<file path="src/rtl/pinmux_port_pkg.sv">
package pinmux_port_pkg;

  typedef enum logic [1:0] {
    ADDR_PORT  = 2'd0,
    ADDR_LATCH = 2'd1,
    ADDR_DIR   = 2'd2,
    ADDR_NONE  = 2'd3
  } portAddr_e;

  typedef struct packed {
    logic wrLatch;
    logic wrDir;
  } portStrobe_t;

endpackage

</file>
<file path="src/rtl/pinmux_port_ctrl.sv">
module pinmux_port_ctrl
  import pinmux_port_pkg::*;
(
  input  logic [1:0]  busAddr,
  input  logic        busWe,
  output portStrobe_t strobe,
  output portAddr_e   rdSel
);

  always_comb begin
    rdSel          = portAddr_e'(busAddr);
    strobe.wrLatch = 1'b0;
    strobe.wrDir   = 1'b0;
    if (busWe) begin
      unique case (rdSel)
        ADDR_PORT, ADDR_LATCH: strobe.wrLatch = 1'b1;
        ADDR_DIR:              strobe.wrDir   = 1'b1;
        default:               ;
      endcase
    end
  end

endmodule

</file>
<file path="src/rtl/pinmux_port_dp.sv">
module pinmux_port_dp
  import pinmux_port_pkg::*;
#(
  parameter int PIN_W       = 5,
  parameter int DATA_W      = 8,
  parameter int SYNC_STAGES = 2
) (
  input  logic              clk,
  input  logic              rstN,
  input  portStrobe_t       strobe,
  input  portAddr_e         rdSel,
  input  logic [DATA_W-1:0] busWdata,
  output logic [DATA_W-1:0] busRdata,
  input  logic [PIN_W-1:0]  periphSel,
  input  logic [PIN_W-1:0]  periphOe,
  input  logic [PIN_W-1:0]  periphDout,
  input  logic [PIN_W-1:0]  padIn,
  output logic [PIN_W-1:0]  padOut,
  output logic [PIN_W-1:0]  padTriEn,
  output logic [PIN_W-1:0]  latchQ,
  output logic [PIN_W-1:0]  dirQ,
  output logic [PIN_W-1:0]  syncQ
);

  localparam int LAST = SYNC_STAGES - 1;

  logic [PIN_W-1:0] syncChain [SYNC_STAGES];

  // Storage registers: latch resets low, direction resets to all inputs.
  always_ff @(posedge clk or negedge rstN) begin
    if (!rstN) begin
      latchQ <= '0;
      dirQ   <= '1;
    end else begin
      if (strobe.wrLatch) latchQ <= busWdata[PIN_W-1:0];
      if (strobe.wrDir)   dirQ   <= busWdata[PIN_W-1:0];
    end
  end

  // Pad input synchronizer.
  always_ff @(posedge clk or negedge rstN) begin
    if (!rstN) begin
      for (int k = 0; k < SYNC_STAGES; k++) syncChain[k] <= '0;
    end else begin
      syncChain[0] <= padIn;
      for (int k = 1; k < SYNC_STAGES; k++) syncChain[k] <= syncChain[k-1];
    end
  end

  assign syncQ = syncChain[LAST];

  // Per-pin override: a selected peripheral owns both data and direction.
  for (genvar i = 0; i < PIN_W; i++) begin : g_pin
    assign padOut[i]   = periphSel[i] ? periphDout[i] : latchQ[i];
    assign padTriEn[i] = periphSel[i] ? ~periphOe[i]  : dirQ[i];
  end

  always_comb begin
    busRdata = '0;
    unique case (rdSel)
      ADDR_PORT:  busRdata[PIN_W-1:0] = syncQ;
      ADDR_LATCH: busRdata[PIN_W-1:0] = latchQ;
      ADDR_DIR:   busRdata[PIN_W-1:0] = dirQ;
      default:    busRdata = '0;
    endcase
  end

endmodule

</file>
<file path="src/rtl/pinmux_port.sv">
module pinmux_port
  import pinmux_port_pkg::*;
#(
  parameter int PIN_W       = 5,
  parameter int DATA_W      = 8,
  parameter int SYNC_STAGES = 2
) (
  input  logic              clk,
  input  logic              rstN,
  input  logic [1:0]        busAddr,
  input  logic              busWe,
  input  logic [DATA_W-1:0] busWdata,
  output logic [DATA_W-1:0] busRdata,
  input  logic [PIN_W-1:0]  periphSel,
  input  logic [PIN_W-1:0]  periphOe,
  input  logic [PIN_W-1:0]  periphDout,
  output logic [PIN_W-1:0]  periphDin,
  input  logic [PIN_W-1:0]  padIn,
  output logic [PIN_W-1:0]  padOut,
  output logic [PIN_W-1:0]  padTriEn
);

  portStrobe_t      strobe;
  portAddr_e        rdSel;
  logic [PIN_W-1:0] latchQ;
  logic [PIN_W-1:0] dirQ;
  logic [PIN_W-1:0] syncQ;

  pinmux_port_ctrl i_ctrl (
    .busAddr (busAddr),
    .busWe   (busWe),
    .strobe  (strobe),
    .rdSel   (rdSel)
  );

  pinmux_port_dp #(
    .PIN_W       (PIN_W),
    .DATA_W      (DATA_W),
    .SYNC_STAGES (SYNC_STAGES)
  ) i_dp (
    .clk        (clk),
    .rstN       (rstN),
    .strobe     (strobe),
    .rdSel      (rdSel),
    .busWdata   (busWdata),
    .busRdata   (busRdata),
    .periphSel  (periphSel),
    .periphOe   (periphOe),
    .periphDout (periphDout),
    .padIn      (padIn),
    .padOut     (padOut),
    .padTriEn   (padTriEn),
    .latchQ     (latchQ),
    .dirQ       (dirQ),
    .syncQ      (syncQ)
  );

  assign periphDin = syncQ;

endmodule

</file>
<file path="config.mk">
export PLATFORM = sky130hd
export DESIGN_NAME = pinmux_port
export DESIGN_NICKNAME = d
export VERILOG_FILES = /design/src/rtl/pinmux_port_pkg.sv /design/src/rtl/pinmux_port_ctrl.sv /design/src/rtl/pinmux_port_dp.sv /design/src/rtl/pinmux_port.sv
export SDC_FILE = /design/constraint.sdc
export NUM_CORES = 1
export LEC_CHECK = 0
export BUFFER_PORTS_ARGS = -buffer_cell sky130_fd_sc_hd__buf_2
export CAP_MARGIN = 10
export CORE_MARGIN = 2
export CORE_UTILIZATION = 39
export CTS_BUF_LIST = sky130_fd_sc_hd__clkbuf_16
export DETAILED_ROUTE_END_ITERATION = 8
export PLACE_DENSITY = 0.73
export SLEW_MARGIN = 20
export SYNTH_ARGS = -nofsm -noshare
export SYNTH_HDL_FRONTEND = slang
export SYNTH_HIERARCHICAL = 1
export SYNTH_SLANG_ARGS = --single-unit
</file>
<file path="constraint.sdc">
create_clock -name clk -period 1.8 [get_ports clk]
set_input_delay 0.36 -clock clk [delete_from_list [all_inputs] [get_ports clk]]
set_output_delay 0.36 -clock clk [all_outputs]
set_load 0.01 [all_outputs]
</file>
* After elaboration in Yosys (flattened, before gate mapping)
Cells that the tools add are included.
** Storage, ports and cells
- Bits in registers :: 20
- Latch bits :: 0
- Bits in writable memories :: 0
- ROM bits :: 0
- Input bits :: 33
- Memories :: 0
** Cells by class
- Add/sub/neg operators :: 0
- $mul :: 0
- Divide/modulo/power cells :: 0
- Magnitude comparators :: 0
- Equality and inequality tests :: 2
- Shift-type cells :: 0
- Multiplexer cells :: 14
- Bitwise gates (word level) :: 5
- Reduce and logical (&&, ||, !) cells :: 2
** Operators with widths (number)
- one-hot mux 5 bit (3 select lines) :: 1
- two-way mux 1 bit :: 12
- inverter 1 bit :: 5
- == test 2 x 1 -> 1 bit, second input constant :: 1
- == test 2 bit, second input constant :: 1
- logical NOT 2 bit :: 1
- two-way mux 2 bit :: 1
- OR reduction 2 bit :: 1

* Depth between registers and ports, before layout
Gate-level depths: netlist of the first run.
- Depth in word-level cells :: 4
- Gate-level depth with buffers :: 4
- Depth with buffers taken out :: 3

* Cells and area by module
Netlist of the first run, hierarchy kept.
** By module, submodules not included
- pinmux_port_dp :: instances 1, cells an instance 67, area an instance 900.9 sq um
- pinmux_port_ctrl :: instances 1, cells an instance 4, area an instance 33.8 sq um

* Worst setup path after synthesis of the first run
No wires, ideal clock.
- Kind :: input port to output port
- Start point :: input busAddr[0]
- End point :: output busRdata[0]
- Data arrival time :: 966 ps
- Data required time :: 1440 ps
- Setup slack :: 474 ps
- Cell stages on the path :: 4
- Buffers on the path :: 2
- Path through :: buf_4 -> buf_4 -> mux2i_1 -> o2bb2ai_1
** Between the ends
- Word-level cells in the longest chain between the ends :: 2
- Elaborated cells between the ends (all ways) :: 4
** Ends and longest elaborated chain
- start, declared :: RTL line pinmux_port.sv:10 : input logic [1:0] busAddr,
- == test 2 bit, or another cell as far along :: RTL line pinmux_port_dp.sv:60 : unique case (rdSel)
- one-hot mux 5 bit (3 select lines) (*) :: RTL line pinmux_port_dp.sv:60
- end, declared :: RTL line pinmux_port.sv:13 : output logic [DATA_W-1:0] busRdata,
Mark *: on every way between the ends. The rest lies on a longest branch, timed or not.

* Worst setup path after layout of the first run
- Start point :: register i_dp.dirQ[3]
- End point :: output padTriEn[3]
** Between the ends
- Word-level cells in the longest chain between the ends :: 1
** Ends and longest elaborated chain
- start, declared :: RTL line pinmux_port_dp.sv:21 : output logic [PIN_W-1:0] dirQ,
- start signal, assigned :: RTL line pinmux_port_dp.sv:36 : if (strobe.wrDir) dirQ <= busWdata[PIN_W-1:0];
- two-way mux 1 bit :: RTL line pinmux_port_dp.sv:55 : assign padTriEn[i] = periphSel[i] ? ~periphOe[i] : dirQ[i];
- end, declared :: RTL line pinmux_port.sv:20 : output logic [PIN_W-1:0] padTriEn
No other way between the ends.

==> impl_metrics.ini, run 1 <==
[sta]
layout_min_cycle_time_ns = 1.450
setup-violations-final = 0
finClkSkew_ns = 0.001595
rsz0062_at_grt = false
finalCritPeriodShare = 0.8055
hold_viol_final = 0
max_freq_mhz = 689.7
fin_hold_ws_ns = 0.04039
slew_violations = 0
setup_tns_ns = 0

[final_layout]
fill_cells = 205
final_common_cell = buf_2
layout-drive-gt1-share = 0.6522
diodes = 0
final_cell_mix = 49 x buf_2, 15 x dfrtp_1, 14 x mux2_2
nNetsFinal = 149
area_delta_synth_final_pct = 33.20

[worst_setup_path]
worstPathCellList = nor2_1 > a21oi_1 > buf_2
cp_data_arrival_time_ns = 1.09
rrSetupSlack_ns = 0.97
cp_data_required_time_ns = 1.44
critical_path_class = register to output pin
path_delay_family = flip-flops
startpoint_type = register
end_kind = output pin
reg2reg_from = i_dp/dirQ[2]
critical_path.max_fanout = 3
crit_slowest_cell = dfstp_2
r2r_end = i_dp/dirQ[2]
slowest_delay_ns = 0.54
cp.buffers_inverters = 1
r2r_cells = 2

[synthesis]
synthAdderAreaFrac = 0
synth-xor-area-share = 0
synth-seq-area-share = 0.5422
synth_area_um2 = 934.6
synth-compound-area-share = 0.07363
synth_top_family_by_area = multiplexers
post_synth.cell_area_avg_um2 = 13.16
ys_ff_latch = 20
yosys.cell_types.count = 15
synth_warnings = 6
synth.mux.area_fraction = 0.2329
syn_inst = 71
yosys.area_share.simple = 0.05489

[floorplanning]
die_height_um = 52.96
io_pins = 56
dieWidth_um = 52.96
core_area_um2 = 2233
die-area_um2 = 2804
start_util = 0.4185
rows = 17

[clocking]
hold_buffers = 0
cts_buffer_depth = 2
cts_root_buffer = clkbuf_16
ctsResizeCount = 0
clk_pin_slew_ns = 0.05
cts_tree = yes
htree_levels = 1
post-cts-setup-buffers = 0
clk_latency_ns = 0.25
cts_sinks = 20
cts_made_buffers = 3

[power]
swShare = 0.2148
pwr-share-comb = 0.163
peakVddDrop_mv = 0.7585
fin_total_pwr_mw = 1.368
p_int_mw = 1.074
clockPowerShare = 0.436
p_switching_mw = 0.2938
p_leak_nw = 0.6199
p_seq_frac = 0.401
power.density_nw_per_um2 = 1099

[grt]
grt_pass1_vias = 683
grt_pass1_wl_um = 2911
gr-total-overflow = 0
grt_max_degree = 21
gr-usage-all-layers = 0.1522
antenna_found_initial = 0

[routing]
drt_iter0_drc = 3
post_drt_wl_per_cell_um = 12.62
dr_total_vias = 690
firstDrtPassIters = 2
avgViaCountPerCell = 4.825
ant_nets = 0
wirelength_um = 1805
drc = 0

[placement]
port_buffers = 49
place_congestion = 0.6984
dpl.hpwl_um = 1387

[run_status]
status = finished, final reports clean

[hold_path]
min_path_type = primary input to async pin

[job]
maxCapViolCount = 0
[power by group through the flow]
stage | clock network (mW) | logic [mW] | registers, mW
2_1_floorplan | 0 | 0.144 | 0.544
3_3_place_gp | 0 | 0.219 | 0.551
3_5_place_dp | 0 | 0.225 | 0.556
4_1_cts | 0.611 | 0.226 | 0.548
5_1_grt | 0.631 | 0.246 | 0.556
6_report | 0.597 | 0.222 | 0.548
[worst max path at each step]
| stage | start | end | slack [ns] | depth (start not counted) |
|---|---|---|---|---|
| floorplan | busAddr[0] | busRdata[0] | 0.47 | 4 |
| global placement | busAddr[1] | busRdata[1] | 0.39 | 4 |
| detailed placement | busAddr[1] | busRdata[3] | 0.38 | 4 |
| CTS | i_dp/dirQ[2] | padTriEn[2] | 0.34 | 3 |
| global route | i_dp/dirQ[4] | padTriEn[4] | 0.29 | 3 |
| finish | i_dp/dirQ[3] | padTriEn[3] | 0.35 | 3 |
[stage by stage]
stage	setup slack, ns	cell area (um2)	cells	util
global route	0.2864	1245	143	0.5574
global placement	0.3895	1140	139	0.5104
detailed placement	0.3836	1140	139	0.5104
finish	0.3501	1245	143	0.5574
CTS	0.3400	1245	143	0.5574
floorplan	0.4743	942.2	73	-
[sequential cells by signal, indices dropped and copies added, names as in the netlist]
register	count
i_dp/syncChain	5
i_dp/dirQ	5
i_dp/syncQ	5
i_dp/latchQ	5
[routing by layer]
metal  track usage  up-vias  routed length, um
met1        0.1813      321                762
li1              -      328                  -
met3       0.03107        4                145
met5             0        -                  0
met2        0.2458       37                851
met4        0.1026        0                 45
[cells in the mapped netlist, drive strengths merged]
library cell / number / area share
and2b: 1 / 0.0094
o2bb2ai: 5 / 0.047
mux2: 14 / 0.17
a21oi: 4 / 0.021
dfstp: 5 / 0.14
o21ai: 1 / 0.0053
dfrtp: 15 / 0.40
mux2i: 6 / 0.064
buf: 11 / 0.088
nand2: 1 / 0.0040
conb: 1 / 0.0040
nor2: 4 / 0.016
inv: 1 / 0.0040
and3b: 1 / 0.011
nor2b: 1 / 0.015
[cells by family (layout without fill, tap and decap cells)]
kind of cell           count (synthesis)  after routing
flip-flops                            20             20
AND/OR/NAND/NOR                        8              8
buffers and inverters                 12             54
other                                  1              3
multiplexers                          20             20
AO/OA/AOI/OAI                         10             10
[worst reg2reg max path: stages, from the launching register on]
cell and delay [ns]:
dfstp_2 0.52, inv_1 0.05, o21ai_0 0.18
[final cells by class]
type / instances / area (um2) / share of cell area
flip-flops and latches: 20 / 506.7 / 0.4070
repair buffers: 49 / 245.2 / 0.1970
clock buffers: 3 / 75.07 / 0.06030
multi-input cells: 41 / 349.1 / 0.2804
inverters: 1 / 3.754 / 0.003015
well taps: 28 / 35.03 / 0.02814
clock inverters: 1 / 30.03 / 0.02412
Note: power is estimated with default switching activity, not from simulation.
==> run 2, diff against run 1 <==
clock period = 1.52 ns   (was 1.8 ns; I/O delays follow)
==> impl_metrics.ini, run 2 (synthesized netlist as in run 1, its figures left out) <==
[run_status]
status = complete, but fails checks
violations = negative hold slack

[grt]
antenna_found_initial = 0
grt_pass1_vias = 668
grt_max_degree = 21
grt_pass1_wl_um = 2849
gr-total-overflow = 0
gr-usage-all-layers = 0.1492

[routing]
avgViaCountPerCell = 4.755
wirelength_um = 1819
dr_total_vias = 680
drt_iter0_drc = 3
drc = 0
post_drt_wl_per_cell_um = 12.72
firstDrtPassIters = 2
ant_nets = 0

[clocking]
cts_made_buffers = 3
clk_pin_slew_ns = 0.05
hold_buffers = 0
htree_levels = 1
cts_root_buffer = clkbuf_16
post-cts-setup-buffers = 0
clk_latency_ns = 0.25
cts_tree = yes
cts_buffer_depth = 2
ctsResizeCount = 0
cts_sinks = 20

[power]
peakVddDrop_mv = 0.8978
power.density_nw_per_um2 = 1303
p_leak_nw = 0.6199

[final_layout]
final_common_cell = buf_2
area_delta_synth_final_pct = 33.20
final_cell_mix = 49 x buf_2, 15 x dfrtp_1, 14 x mux2_2
diodes = 0
final_area_um2 = 1245
fill_cells = 198
nNetsFinal = 149
finalCoreUtilization = 0.5574
layout-drive-gt1-share = 0.6522

[worst_setup_path]
critical_path_class = register to output pin
startpoint_type = register
cp_data_arrival_time_ns = 1.09
cp_data_required_time_ns = 1.22
end_kind = output pin
critical_path.max_fanout = 3

[sta]
finClkSkew_ns = 0.0003605
slew_violations = 0
max_freq_mhz = 716.4
layout_min_cycle_time_ns = 1.396
setup_tns_ns = 0
rsz0062_at_grt = false
fin_hold_ws_ns = -0.01415
finalCritPeriodShare = 0.9183
hold_viol_final = 15
setup-violations-final = 0

[job]
maxCapViolCount = 0

[floorplanning]
dieWidth_um = 52.96
core_area_um2 = 2233
io_pins = 56
start_util = 0.4185
die_height_um = 52.96
die-area_um2 = 2804
rows = 17

[placement]
dpl.hpwl_um = 1385
place_congestion = 0.6991
port_buffers = 49
dpl_cell_area_um2 = 1140

[hold_path]
min_path_type = primary input to async pin
[run 2: path summary, 6_finish.rpt]
| check | start | to | slack, ns | depth (start not counted) |
|---|---|---|---|---|
| max | i_dp/dirQ[3] | padTriEn[3] | 0.12 | 3 |
| min | rstN | i_dp/latchQ[1] | -0.01 | 1 |
| max reg2reg | i_dp/dirQ[2] | i_dp/dirQ[2] | 0.69 | 2 |
| min reg2reg | i_dp/syncChain[8] | i_dp/syncQ[3] | 0.35 | 0 |
| max in group asynchronous | rstN | i_dp/dirQ[2] | 1.20 | 1 |
| min in group clk | padIn[0] | i_dp/syncChain[5] | 0.16 | 1 |
[run 2: final cells by class]
cell class	count	area [um2]	share of cell area
Clock inverter	1	30.03	0.02412
Sequential cell	20	506.7	0.4070
Inverter	1	3.754	0.003015
Multi-Input combinational cell	41	349.1	0.2804
Clock buffer	3	75.07	0.06030
Tap cell	28	35.03	0.02814
Timing Repair Buffer	49	245.2	0.1970
[run 2: metal layers]
layer  up-vias  global-route usage  wire, um
li1        325                   -         -
met1       314              0.1706       754
met2        37              0.2458       857
met3         4             0.03390       155
met4         0              0.1026        51
met5         -                   0         0
[run 2: report_power, final]
group          leakage, nW  switching [mW]  internal, mW
clock               0.0511           0.188         0.522
sequential           0.228          0.0400         0.610
combinational        0.341           0.123         0.140
[run 2: critical path: stages, from the launching register on]
cell	delay, ns
dfstp_2	0.54
nor2_1	0.05
a21oi_1	0.11
buf_2	0.15
[run 2: per-stage QoR]
step	power, mW	hold WS (ns)	worst slack, ns	instances
after floorplan	0.8151	0.008409	0.3063	73
after global placement	0.9120	0.2588	0.2217	139
after detailed placement	0.9248	0.2693	0.2078	139
after CTS	1.639	0.001370	0.1169	143
after global routing	1.692	0.01903	0.07085	143
final	1.622	-0.01415	0.1242	143
